**config.mk**
```make
export PLATFORM = sky130hd
export DESIGN_NAME = core_irq_timer
export DESIGN_NICKNAME = d
export VERILOG_FILES = /design/src/rtl/cit_pkg.sv /design/src/rtl/cit_countdown.sv /design/src/rtl/cit_deadline.sv /design/src/rtl/core_irq_timer.sv
export SDC_FILE = /design/constraint.sdc
export NUM_CORES = 1
export LEC_CHECK = 0
export ABC_AREA = 1
export CORE_UTILIZATION = 40
export DETAILED_ROUTE_END_ITERATION = 8
export HOLD_SLACK_MARGIN = 0.05
export PLACE_DENSITY = 0.69
export SETUP_SLACK_MARGIN = 0.2
export SYNTH_ARGS = -nofsm -noshare
export SYNTH_HDL_FRONTEND = slang
export SYNTH_HIERARCHICAL = 1
export SYNTH_SLANG_ARGS = --single-unit
```
**constraint.sdc**
```tcl
create_clock -name clk -period 2.1 [get_ports clk]
set_input_delay 0.42 -clock clk [delete_from_list [all_inputs] [get_ports clk]]
set_output_delay 0.42 -clock clk [all_outputs]
set_load 0.05 [all_outputs]
```
**src/rtl/cit_pkg.sv**
```systemverilog
package cit_pkg;

    localparam int VEC_W    = 8;
    localparam int MASK_BIT = 16;
    localparam int MODE_LSB = 17;

    typedef enum logic [1:0] {
        MODE_ONESHOT  = 2'b00,
        MODE_PERIODIC = 2'b01,
        MODE_DEADLINE = 2'b10,
        MODE_RSVD     = 2'b11
    } tmr_mode_e;

    typedef struct packed {
        tmr_mode_e        mode;
        logic             mask;
        logic [VEC_W-1:0] vector;
    } lvt_t;

    localparam logic [1:0] ADDR_LVT  = 2'd0;
    localparam logic [1:0] ADDR_INIT = 2'd1;
    localparam logic [1:0] ADDR_CUR  = 2'd2;
    localparam logic [1:0] ADDR_DL   = 2'd3;

endpackage

```
**src/rtl/cit_countdown.sv**
```systemverilog
module cit_countdown
    import cit_pkg::*;
#(
    parameter int CNT_W = 32
) (
    input  logic             clk,
    input  logic             rst_n,
    input  tmr_mode_e        mode,
    input  logic             clr,
    input  logic             ld,
    input  logic [CNT_W-1:0] ld_val,
    input  logic             tick,
    output logic [CNT_W-1:0] init_o,
    output logic [CNT_W-1:0] cur_o,
    output logic             fire_o
);

    typedef struct packed {
        logic [CNT_W-1:0] init;
        logic [CNT_W-1:0] cur;
    } cd_st_t;

    localparam logic [CNT_W-1:0] ONE = CNT_W'(1);

    cd_st_t st_d, st_q;
    logic   counting_mode;

    always_comb begin
        st_d          = st_q;
        fire_o        = 1'b0;
        counting_mode = (mode == MODE_ONESHOT) || (mode == MODE_PERIODIC);
        if (clr) begin
            st_d = '0;
        end else if (ld && counting_mode) begin
            st_d.init = ld_val;
            st_d.cur  = ld_val;
        end else if (tick && counting_mode && (st_q.cur != '0)) begin
            if (st_q.cur == ONE) begin
                fire_o   = 1'b1;
                st_d.cur = (mode == MODE_PERIODIC) ? st_q.init : '0;
            end else begin
                st_d.cur = st_q.cur - ONE;
            end
        end
    end

    always_ff @(posedge clk) begin
        if (!rst_n) st_q <= '0;
        else        st_q <= st_d;
    end

    assign init_o = st_q.init;
    assign cur_o  = st_q.cur;

    p_load_r3: assert property (@(posedge clk) disable iff (!rst_n)
        (ld && !clr && counting_mode) |=> (cur_o == $past(ld_val)));

    p_clear_r7: assert property (@(posedge clk) disable iff (!rst_n)
        clr |=> (cur_o == '0 && init_o == '0));

    p_no_overrun_r4: assert property (@(posedge clk) disable iff (!rst_n)
        1'b1 |-> (cur_o <= init_o));

endmodule

```
**src/rtl/cit_deadline.sv**
```systemverilog
module cit_deadline #(
    parameter int TS_W = 64
) (
    input  logic            clk,
    input  logic            rst_n,
    input  logic            en,
    input  logic            clr,
    input  logic            wr,
    input  logic [TS_W-1:0] wr_val,
    input  logic [TS_W-1:0] tsc,
    output logic [TS_W-1:0] dl_o,
    output logic            fire_o
);

    logic [TS_W-1:0] dl_d, dl_q;

    always_comb begin
        dl_d   = dl_q;
        fire_o = 1'b0;
        if (clr) begin
            dl_d = '0;
        end else if (wr && en) begin
            if (wr_val > tsc) begin
                dl_d = wr_val;
            end else begin
                dl_d   = '0;
                fire_o = (wr_val != '0);
            end
        end else if ((dl_q != '0) && (tsc >= dl_q)) begin
            fire_o = 1'b1;
            dl_d   = '0;
        end
    end

    always_ff @(posedge clk) begin
        if (!rst_n) dl_q <= '0;
        else        dl_q <= dl_d;
    end

    assign dl_o = dl_q;

    p_arm_r9: assert property (@(posedge clk) disable iff (!rst_n)
        (wr && en && !clr && (wr_val > tsc)) |=> (dl_o == $past(wr_val)));

    p_expire_clear_r9: assert property (@(posedge clk) disable iff (!rst_n)
        fire_o |=> (dl_o == '0));

    p_zero_quiet_r11: assert property (@(posedge clk) disable iff (!rst_n)
        (wr && en && !clr && (wr_val == '0)) |-> !fire_o);

endmodule

```
**src/rtl/core_irq_timer.sv**
```systemverilog
module core_irq_timer
    import cit_pkg::*;
#(
    parameter int CNT_W  = 32,
    parameter int TS_W   = 64,
    parameter int DATA_W = 64
) (
    input  logic              clk,
    input  logic              rst_n,
    input  logic              tick_i,
    input  logic [TS_W-1:0]   tsc_i,
    input  logic              reg_we_i,
    input  logic [1:0]        reg_addr_i,
    input  logic [DATA_W-1:0] reg_wdata_i,
    output logic [DATA_W-1:0] reg_rdata_o,
    output logic              irq_o,
    output logic [VEC_W-1:0]  irq_vec_o
);

    typedef struct packed {
        lvt_t             lvt;
        logic             irq;
        logic [VEC_W-1:0] vec;
    } top_st_t;

    localparam lvt_t LVT_RST = '{mode: MODE_ONESHOT, mask: 1'b1, vector: '0};

    top_st_t         st_d, st_q;
    lvt_t            lvt_new;
    logic            wr_lvt, mode_chg, counting_mode;
    logic [CNT_W-1:0] init_cnt, cur_cnt;
    logic [TS_W-1:0]  dl_val;
    logic            fire_cd, fire_dl;

    always_comb begin
        lvt_new.vector = reg_wdata_i[VEC_W-1:0];
        lvt_new.mask   = reg_wdata_i[MASK_BIT];
        lvt_new.mode   = tmr_mode_e'(reg_wdata_i[MODE_LSB +: 2]);
        wr_lvt         = reg_we_i && (reg_addr_i == ADDR_LVT);
        mode_chg       = wr_lvt && (lvt_new.mode != st_q.lvt.mode);
        counting_mode  = (st_q.lvt.mode == MODE_ONESHOT) ||
                         (st_q.lvt.mode == MODE_PERIODIC);
    end

    cit_countdown #(.CNT_W(CNT_W)) u_countdown (
        .clk    (clk),
        .rst_n  (rst_n),
        .mode   (st_q.lvt.mode),
        .clr    (mode_chg),
        .ld     (reg_we_i && (reg_addr_i == ADDR_INIT)),
        .ld_val (reg_wdata_i[CNT_W-1:0]),
        .tick   (tick_i),
        .init_o (init_cnt),
        .cur_o  (cur_cnt),
        .fire_o (fire_cd)
    );

    cit_deadline #(.TS_W(TS_W)) u_deadline (
        .clk    (clk),
        .rst_n  (rst_n),
        .en     (st_q.lvt.mode == MODE_DEADLINE),
        .clr    (mode_chg),
        .wr     (reg_we_i && (reg_addr_i == ADDR_DL)),
        .wr_val (reg_wdata_i[TS_W-1:0]),
        .tsc    (tsc_i),
        .dl_o   (dl_val),
        .fire_o (fire_dl)
    );

    always_comb begin
        st_d     = st_q;
        st_d.irq = (fire_cd || fire_dl) && !st_q.lvt.mask;
        st_d.vec = st_q.lvt.vector;
        if (wr_lvt) st_d.lvt = lvt_new;
    end

    always_ff @(posedge clk) begin
        if (!rst_n) st_q <= '{lvt: LVT_RST, irq: 1'b0, vec: '0};
        else        st_q <= st_d;
    end

    always_comb begin
        reg_rdata_o = '0;
        case (reg_addr_i)
            ADDR_LVT: begin
                reg_rdata_o[VEC_W-1:0]       = st_q.lvt.vector;
                reg_rdata_o[MASK_BIT]        = st_q.lvt.mask;
                reg_rdata_o[MODE_LSB +: 2]   = st_q.lvt.mode;
            end
            ADDR_INIT: if (counting_mode) reg_rdata_o[CNT_W-1:0] = init_cnt;
            ADDR_CUR:  if (counting_mode) reg_rdata_o[CNT_W-1:0] = cur_cnt;
            default:   if (st_q.lvt.mode == MODE_DEADLINE) reg_rdata_o[TS_W-1:0] = dl_val;
        endcase
    end

    assign irq_o     = st_q.irq;
    assign irq_vec_o = st_q.vec;

    p_mask_r12: assert property (@(posedge clk) disable iff (!rst_n)
        irq_o |-> !$past(st_q.lvt.mask));

    p_vector_r12: assert property (@(posedge clk) disable iff (!rst_n)
        irq_o |-> (irq_vec_o == $past(st_q.lvt.vector)));

    p_single_source_r7: assert property (@(posedge clk) disable iff (!rst_n)
        !(fire_cd && fire_dl));

endmodule

```
; Word-level counts from Yosys, hierarchy flattened
; Cells that the tools add are included.
[totals]
ff_bits = 148
mem_bits_rw = 0
output_inout_bits = 73
latch_bits = 0
n_memories = 0
mem_bits_ro = 0
[op_classes]
div = 0
multipliers = 0
n_eq_ne = 7
n_mux = 23
n_shift = 0
n_addsub = 1
n_lt_le_gt_ge = 2
n_reduce_logical = 22
bitwise_logic = 1
[ops]
columns = op, n
row1 = 64-bit two-way mux, 4
row2 = 32-bit two-way mux, 7
row3 = 64-bit nonzero test, 2
row4 = 64-bit greater-or-equal comparator, 1
row5 = 64-bit > comparator, 1
row6 = 8-bit case mux with 3 select lines, 2
row7 = 13-bit case mux with 3 select lines, 1
row8 = "32-bit by 1-bit == test with 1-bit output, second input constant", 1
row9 = 32-bit nonzero test, 1
row10 = "32-bit by 1-bit subtractor with 32-bit output, second input constant", 1
row11 = 1-bit logical AND, 10
row12 = 3-bit case mux with 3 select lines, 1
row13 = 1-bit two-way mux, 8
row14 = "2-bit == test, second input constant", 3
row15 = "2-bit by 1-bit == test with 1-bit output, second input constant", 2
row16 = 2-bit zero test, 2
row17 = 2-bit nonzero test, 2
row18 = 3-bit OR reduction, 1
row19 = 1-bit logical OR, 2
row20 = 2-bit != test, 1
row21 = 2-bit OR reduction, 1
row22 = 1-bit zero test, 1
row23 = 1-bit inverter, 1

; Longest topological paths before layout
[depth]
depth_word = 9
depth_mapped = 22
mapped_depth_nobuf = 21

; By module
; Netlist, hierarchy kept.
[modules_own_cells]
columns = mod, cells_each, seq_area_each_um2, instances, area_each_um2
row1 = cit_deadline, 1022, 1281.2, 1, 7145.6
row2 = cit_countdown, 651, 1281.2, 1, 4027.6
row3 = core_irq_timer, 384, 400.4, 1, 1968.1

; Least setup slack after synthesis
; No wires, ideal clock.
[synth_path]
path_type = input to register
startpoint = input tsc_i[47]
endpoint = register st_q, in the netlist irq_o
stages = 14
path_buffers = 1
setup_slack_ps = 27
arrival_time_ps = 1957
t_required_ps = 1984
setup_ps = 116
cell_sequence = inv_1 > ha_1 > nand2_2 > nor4_4 > nand3_1 > nor2_2 > nand2_1 > nand2_2 > buf_12 > nand2_1 > a21oi_1 > nor2_1 > o21ai_0 > nor2_1
[synth_via]
elab_chain_len = 7
elab_cells_between_ends = 9
cone_classes = order compare: 2 / mux: 4 / reduce/logical: 3
[synth_rtl]
columns = item, line_no
row1 = start: declaration, core_irq_timer.sv:11  ; input logic [TS_W-1:0] tsc_i,
row2 = 64-bit greater-or-equal comparator, cit_deadline.sv:29  ; end else if ((dl_q != '0) && (tsc >= dl_q)) begin
row3 = 1-bit logical AND, cit_deadline.sv:29
row4 = 1-bit two-way mux, cit_deadline.sv:29
row5 = 1-bit two-way mux *, cit_deadline.sv:22  ; end else if (wr && en) begin
row6 = 1-bit two-way mux *, cit_deadline.sv:20  ; if (clr) begin
row7 = via fire_dl, core_irq_timer.sv:33  ; logic fire_cd, fire_dl;
row8 = 1-bit logical OR *, core_irq_timer.sv:72  ; st_d.irq = (fire_cd || fire_dl) && !st_q.lvt.mask;
row9 = 1-bit logical AND *, core_irq_timer.sv:72
row10 = end signal: assignment, core_irq_timer.sv:78  ; if (!rst_n) st_q <= '{lvt: LVT_RST, irq: 1'b0, vec: '0};
row11 = end signal: assignment, core_irq_timer.sv:79  ; else st_q <= st_d;
row12 = end: declaration, core_irq_timer.sv:28  ; top_st_t st_d, st_q;
; The timed path passes the listed nets; every way through them passes the cells marked *.
; A chain may end at the register's enable or synchronous reset.

; Worst setup path after layout
[layout_path]
startpoint = register st_q[19] (netlist bit)
endpoint = register u_countdown.st_q, in the netlist u_countdown/cur_o[15]
[layout_via]
elab_chain_len = 5
elab_cells_between_ends = 14
cone_classes = eq/ne: 2 / mux: 4 / reduce/logical: 8
[layout_rtl]
columns = item, line_no
row1 = 2-bit by 1-bit == test with 1-bit output / 2-bit zero test (equally long branches), "cit_countdown.sv:31, cit_countdown.sv:40"
row2 = 32-bit two-way mux / 1-bit logical OR (equally long branches), "cit_countdown.sv:40, cit_countdown.sv:31"
row3 = 32-bit two-way mux / 1-bit logical AND (equally long branches), "cit_countdown.sv:38, cit_countdown.sv:37"
row4 = 32-bit two-way mux / 1-bit logical AND (equally long branches), cit_countdown.sv:37  ; end else if (tick && counting_mode && (st_q.cur != '0)) begin
row5 = 32-bit two-way mux / 2-bit nonzero test (equally long branches), -
row6 = end signal: assignment, cit_countdown.sv:49  ; else st_q <= st_d;
row7 = end: declaration, cit_countdown.sv:25  ; cd_st_t st_d, st_q;
; Several ways; a longest one is shown, not always the timed one. The select of a mux whose other input is x is not followed.

==> metrics <==
status finished with violations; failing checks negative setup slack; Relative slew margins approximately three fifths; Max Cap Viol 0; area occupied by multi-input gates 11,400 µm²; initial antenna violation count 1; post-synthesis cell count 2,057; RSZ-0062 raised after global routing true; First DRT Iteration DRCs 1,884; FF-to-FF End u_countdown/cur_o[15]$_SDFFE_PP0P_; crit-path max FO 7; crit path kind reg -> reg; fill count roughly 2,100; largest net degree at the start of global routing slightly below 60; Avg Inst Size Synth 6.39 µm²; Unique masters post-synth 40; Die ar. around 34,000 µm²; fin crit period 2.33 ns; Final Wtd Congestion 0.968; sequential standard cell area 3030 µm²; Worst EP arrival 2.65 ns; final slew viol count 0; post-DP HPWL 38,900 µm; Initial Util about two fifths; CTS tree yes; worst flop-to-flop path startpoint st_q[19]$_SDFFE_PN0P_; Critical Path Start Type register; core area 32,500 µm²; top cells by area, synth dfxtp_1, nand2_1, ha_1; Vias/cell 5.63; Ys Warns 6; main flop type after synthesis dfxtp_1; Die X about 180 µm; Async SR Flop Fraction 0%; Max clock buf depth 2; flop and latch count out of synthesis between 100 and 150; total grt overflow 0; Core Util, Final 72.9%; LEAKAGE roughly 11 nW; share of the yosys chip area belonging to registers 22.5%; num ports 207; P per Cell Area 439 nW/µm²; final cycle utilization of the critical path 111%; Total Power 10.4 mW; clk_lat worst skew 0.45 ns; R2R depth 13; clock edge transition at the registers on the reported setup and hold paths 0.07 ns; GRT Total Usage roughly a third; # nets final 2,854; crit path capture u_countdown/cur_o[15]$_SDFFE_PP0P_; DR pass1 iterations 9; Setup Total Neg Slack -15.79 ns; Mapped Nets around 2,300; Post-DRT Antenna Nets 0; clock root buffer clkbuf_16; vias in the first global route 16,200; final setup margin -0.231 ns; die height 183 µm; R2R Setup Slk -0.23 ns; drt drc 0; Area Growth Syn to Fin 80.0%; hold crit path type reg -> reg; Final Hold Vio Count 0; synthesized cell area 13,100 µm²; Site Rows between 60 and 70; Peak Freq roughly 430 MHz; # setup viols final about 160; Crit. Startpoint st_q[19]$_SDFFE_PN0P_; Critical Path Sink Type register; final wirelength 61,500 µm; Post-synth EDFFs 0; htree depth 4; Critical Path RT 2.42 ns; first-pass GRT wire length 84,500 µm; DR WL/cell 20.2 µm; layout cells sized above 1 43.7%; clk sinks approximately 150; vias post-DR between 15,000 and 20,000; worst hold margin between 0.4 and 0.5 ns; worst vdd ir 0.000640 V; post-synth top area cell dfxtp_1; CTS buffer count 17; Port Buffer Count 206; clock skew 0.0152 ns; Yosys top cell area share 22.5%; pin slew with the least headroom to its limit roughly 0.57 ns
-- cell families after synthesis --
logic type      share of synthesized area [%]
compound gates                           10.6
simple gates                             40.1
buf+inv                                  13.7
xor+xnor                                0.666
flops                                    22.5
fa+ha+maj                                12.4
-- through the flow --
stage | worst slack [ns] | area [µm²] | instances
6_report | -0.231 | 23700 | 3045
5_1_grt | -0.314 | 23700 | 3045
4_1_cts | -0.124 | 21800 | 3000
3_5_place_dp | -0.817 | 19000 | 2912
3_3_place_gp | -0.817 | 19000 | 2912
2_1_floorplan | 0.0666 | 13800 | 2057
-- cell type report --
class	count	area share, %
Antenna cell	1	0.0106
Clock buffer	17	1.80
Clock inverter	14	0.603
Inverter	314	5.08
Multi-Input combinational cell	1497	48.3
Sequential cell	148	12.8
Tap cell	442	2.34
Timing Repair Buffer	612	29.1
-- routing by layer --
metal | vias to the layer above | routed length (µm) | track usage, % | part of all wire (%)
met1 | 8019 | 23000 | 39.3 | 37
li1 | 7690 | - | - | -
met2 | 1098 | 29200 | 54.9 | 47
met5 | - | 0 | 0 | 0
met4 | 0 | 4180 | 14.1 | 6.8
met3 | 340 | 5220 | 4.81 | 8.5
-- power by group --
part           internal, mW  leakage (nW)  switching, mW
clock                  1.67         0.269           1.46
combinational          1.83          9.62           2.36
sequential             2.92          1.22          0.158
total                  6.41          11.1           3.98
-- worst max-delay path, stage by stage (launching register included) --
cell       delay (ns)
dfxtp_4          0.37
buf_6            0.13
buf_6            0.13
clkbuf_16        0.16
buf_6            0.11
buf_6            0.11
nor2_4           0.21
clkinv_4         0.21
buf_12           0.21
nand2_4          0.05
nand3b_1         0.13
nand3_1          0.11
nor2_2           0.17
nor2_1           0.10
-- flip-flops by register name, summed over array words and instances (netlist names) --
| register | flops |
|---|---|
| irq_o | 1 |
| irq_vec_o | 8 |
| st_d | 8 |
| st_q | 3 |
| u_countdown/cur_o | 32 |
| u_countdown/init_o | 32 |
| u_deadline/dl_o | 64 |
-- worst min-delay path by stage --
| stage | startpoint | endpoint | slack, ns | depth (start not counted) |
|---|---|---|---|---|
| final | st_d[0]$_SDFFE_PN0P_ | irq_vec_o[0]$_SDFF_PN0_ | 0.45 | 2 |
| after global routing | st_d[2]$_SDFFE_PN0P_ | irq_vec_o[2]$_SDFF_PN0_ | 0.48 | 2 |
| after CTS | st_d[5]$_SDFFE_PN0P_ | irq_vec_o[5]$_SDFF_PN0_ | 0.45 | 2 |
| after detailed placement | st_d[5]$_SDFFE_PN0P_ | irq_vec_o[5]$_SDFF_PN0_ | 0.44 | 2 |
| after global placement | st_d[3]$_SDFFE_PN0P_ | irq_vec_o[3]$_SDFF_PN0_ | 0.44 | 2 |
| after floorplan | st_q[17]$_SDFFE_PN1P_ | irq_o$_SDFF_PN0_ | 0.41 | 1 |
-- cells in the final DEF, fill, tap and decap left out, types with 32 or more instances in the layout --
cell,instances
nand2_2,64
a21oi_2,62
dlygate4sd2_1,124
nand2_4,85
nand3_4,43
a21oi_1,94
nand4_1,53
nor2_1,218
ha_1,92
nand3_1,86
nor2_2,32
ha_4,38
inv_1,279
o21ai_0,34
buf_12,119
nand3_2,111
dfxtp_1,103
nand2_1,293
dfxtp_2,39
nor2_4,68
buf_4,296
-- cells in the mapped netlist, types with 28 or more instances --
| cell | n |
|---|---|
| dfxtp_1 | 148 |
| nor2_1 | 299 |
| nand4_1 | 53 |
| o21ai_0 | 49 |
| a21oi_1 | 109 |
| nand3_2 | 50 |
| clkbuf_1 | 35 |
| nand2_1 | 446 |
| a21oi_2 | 50 |
| nand3_1 | 190 |
| nand3b_1 | 28 |
| ha_1 | 130 |
| inv_1 | 310 |
-- what timing repair did --
action,CTS,global route
setup buffers,39,31
gates cloned,18,13
resized for setup,539,314
hold buffers,0,0
setup endpoints to repair,170,161
pin swaps,128,141
Note: power is estimated with default switching activity, not from simulation.
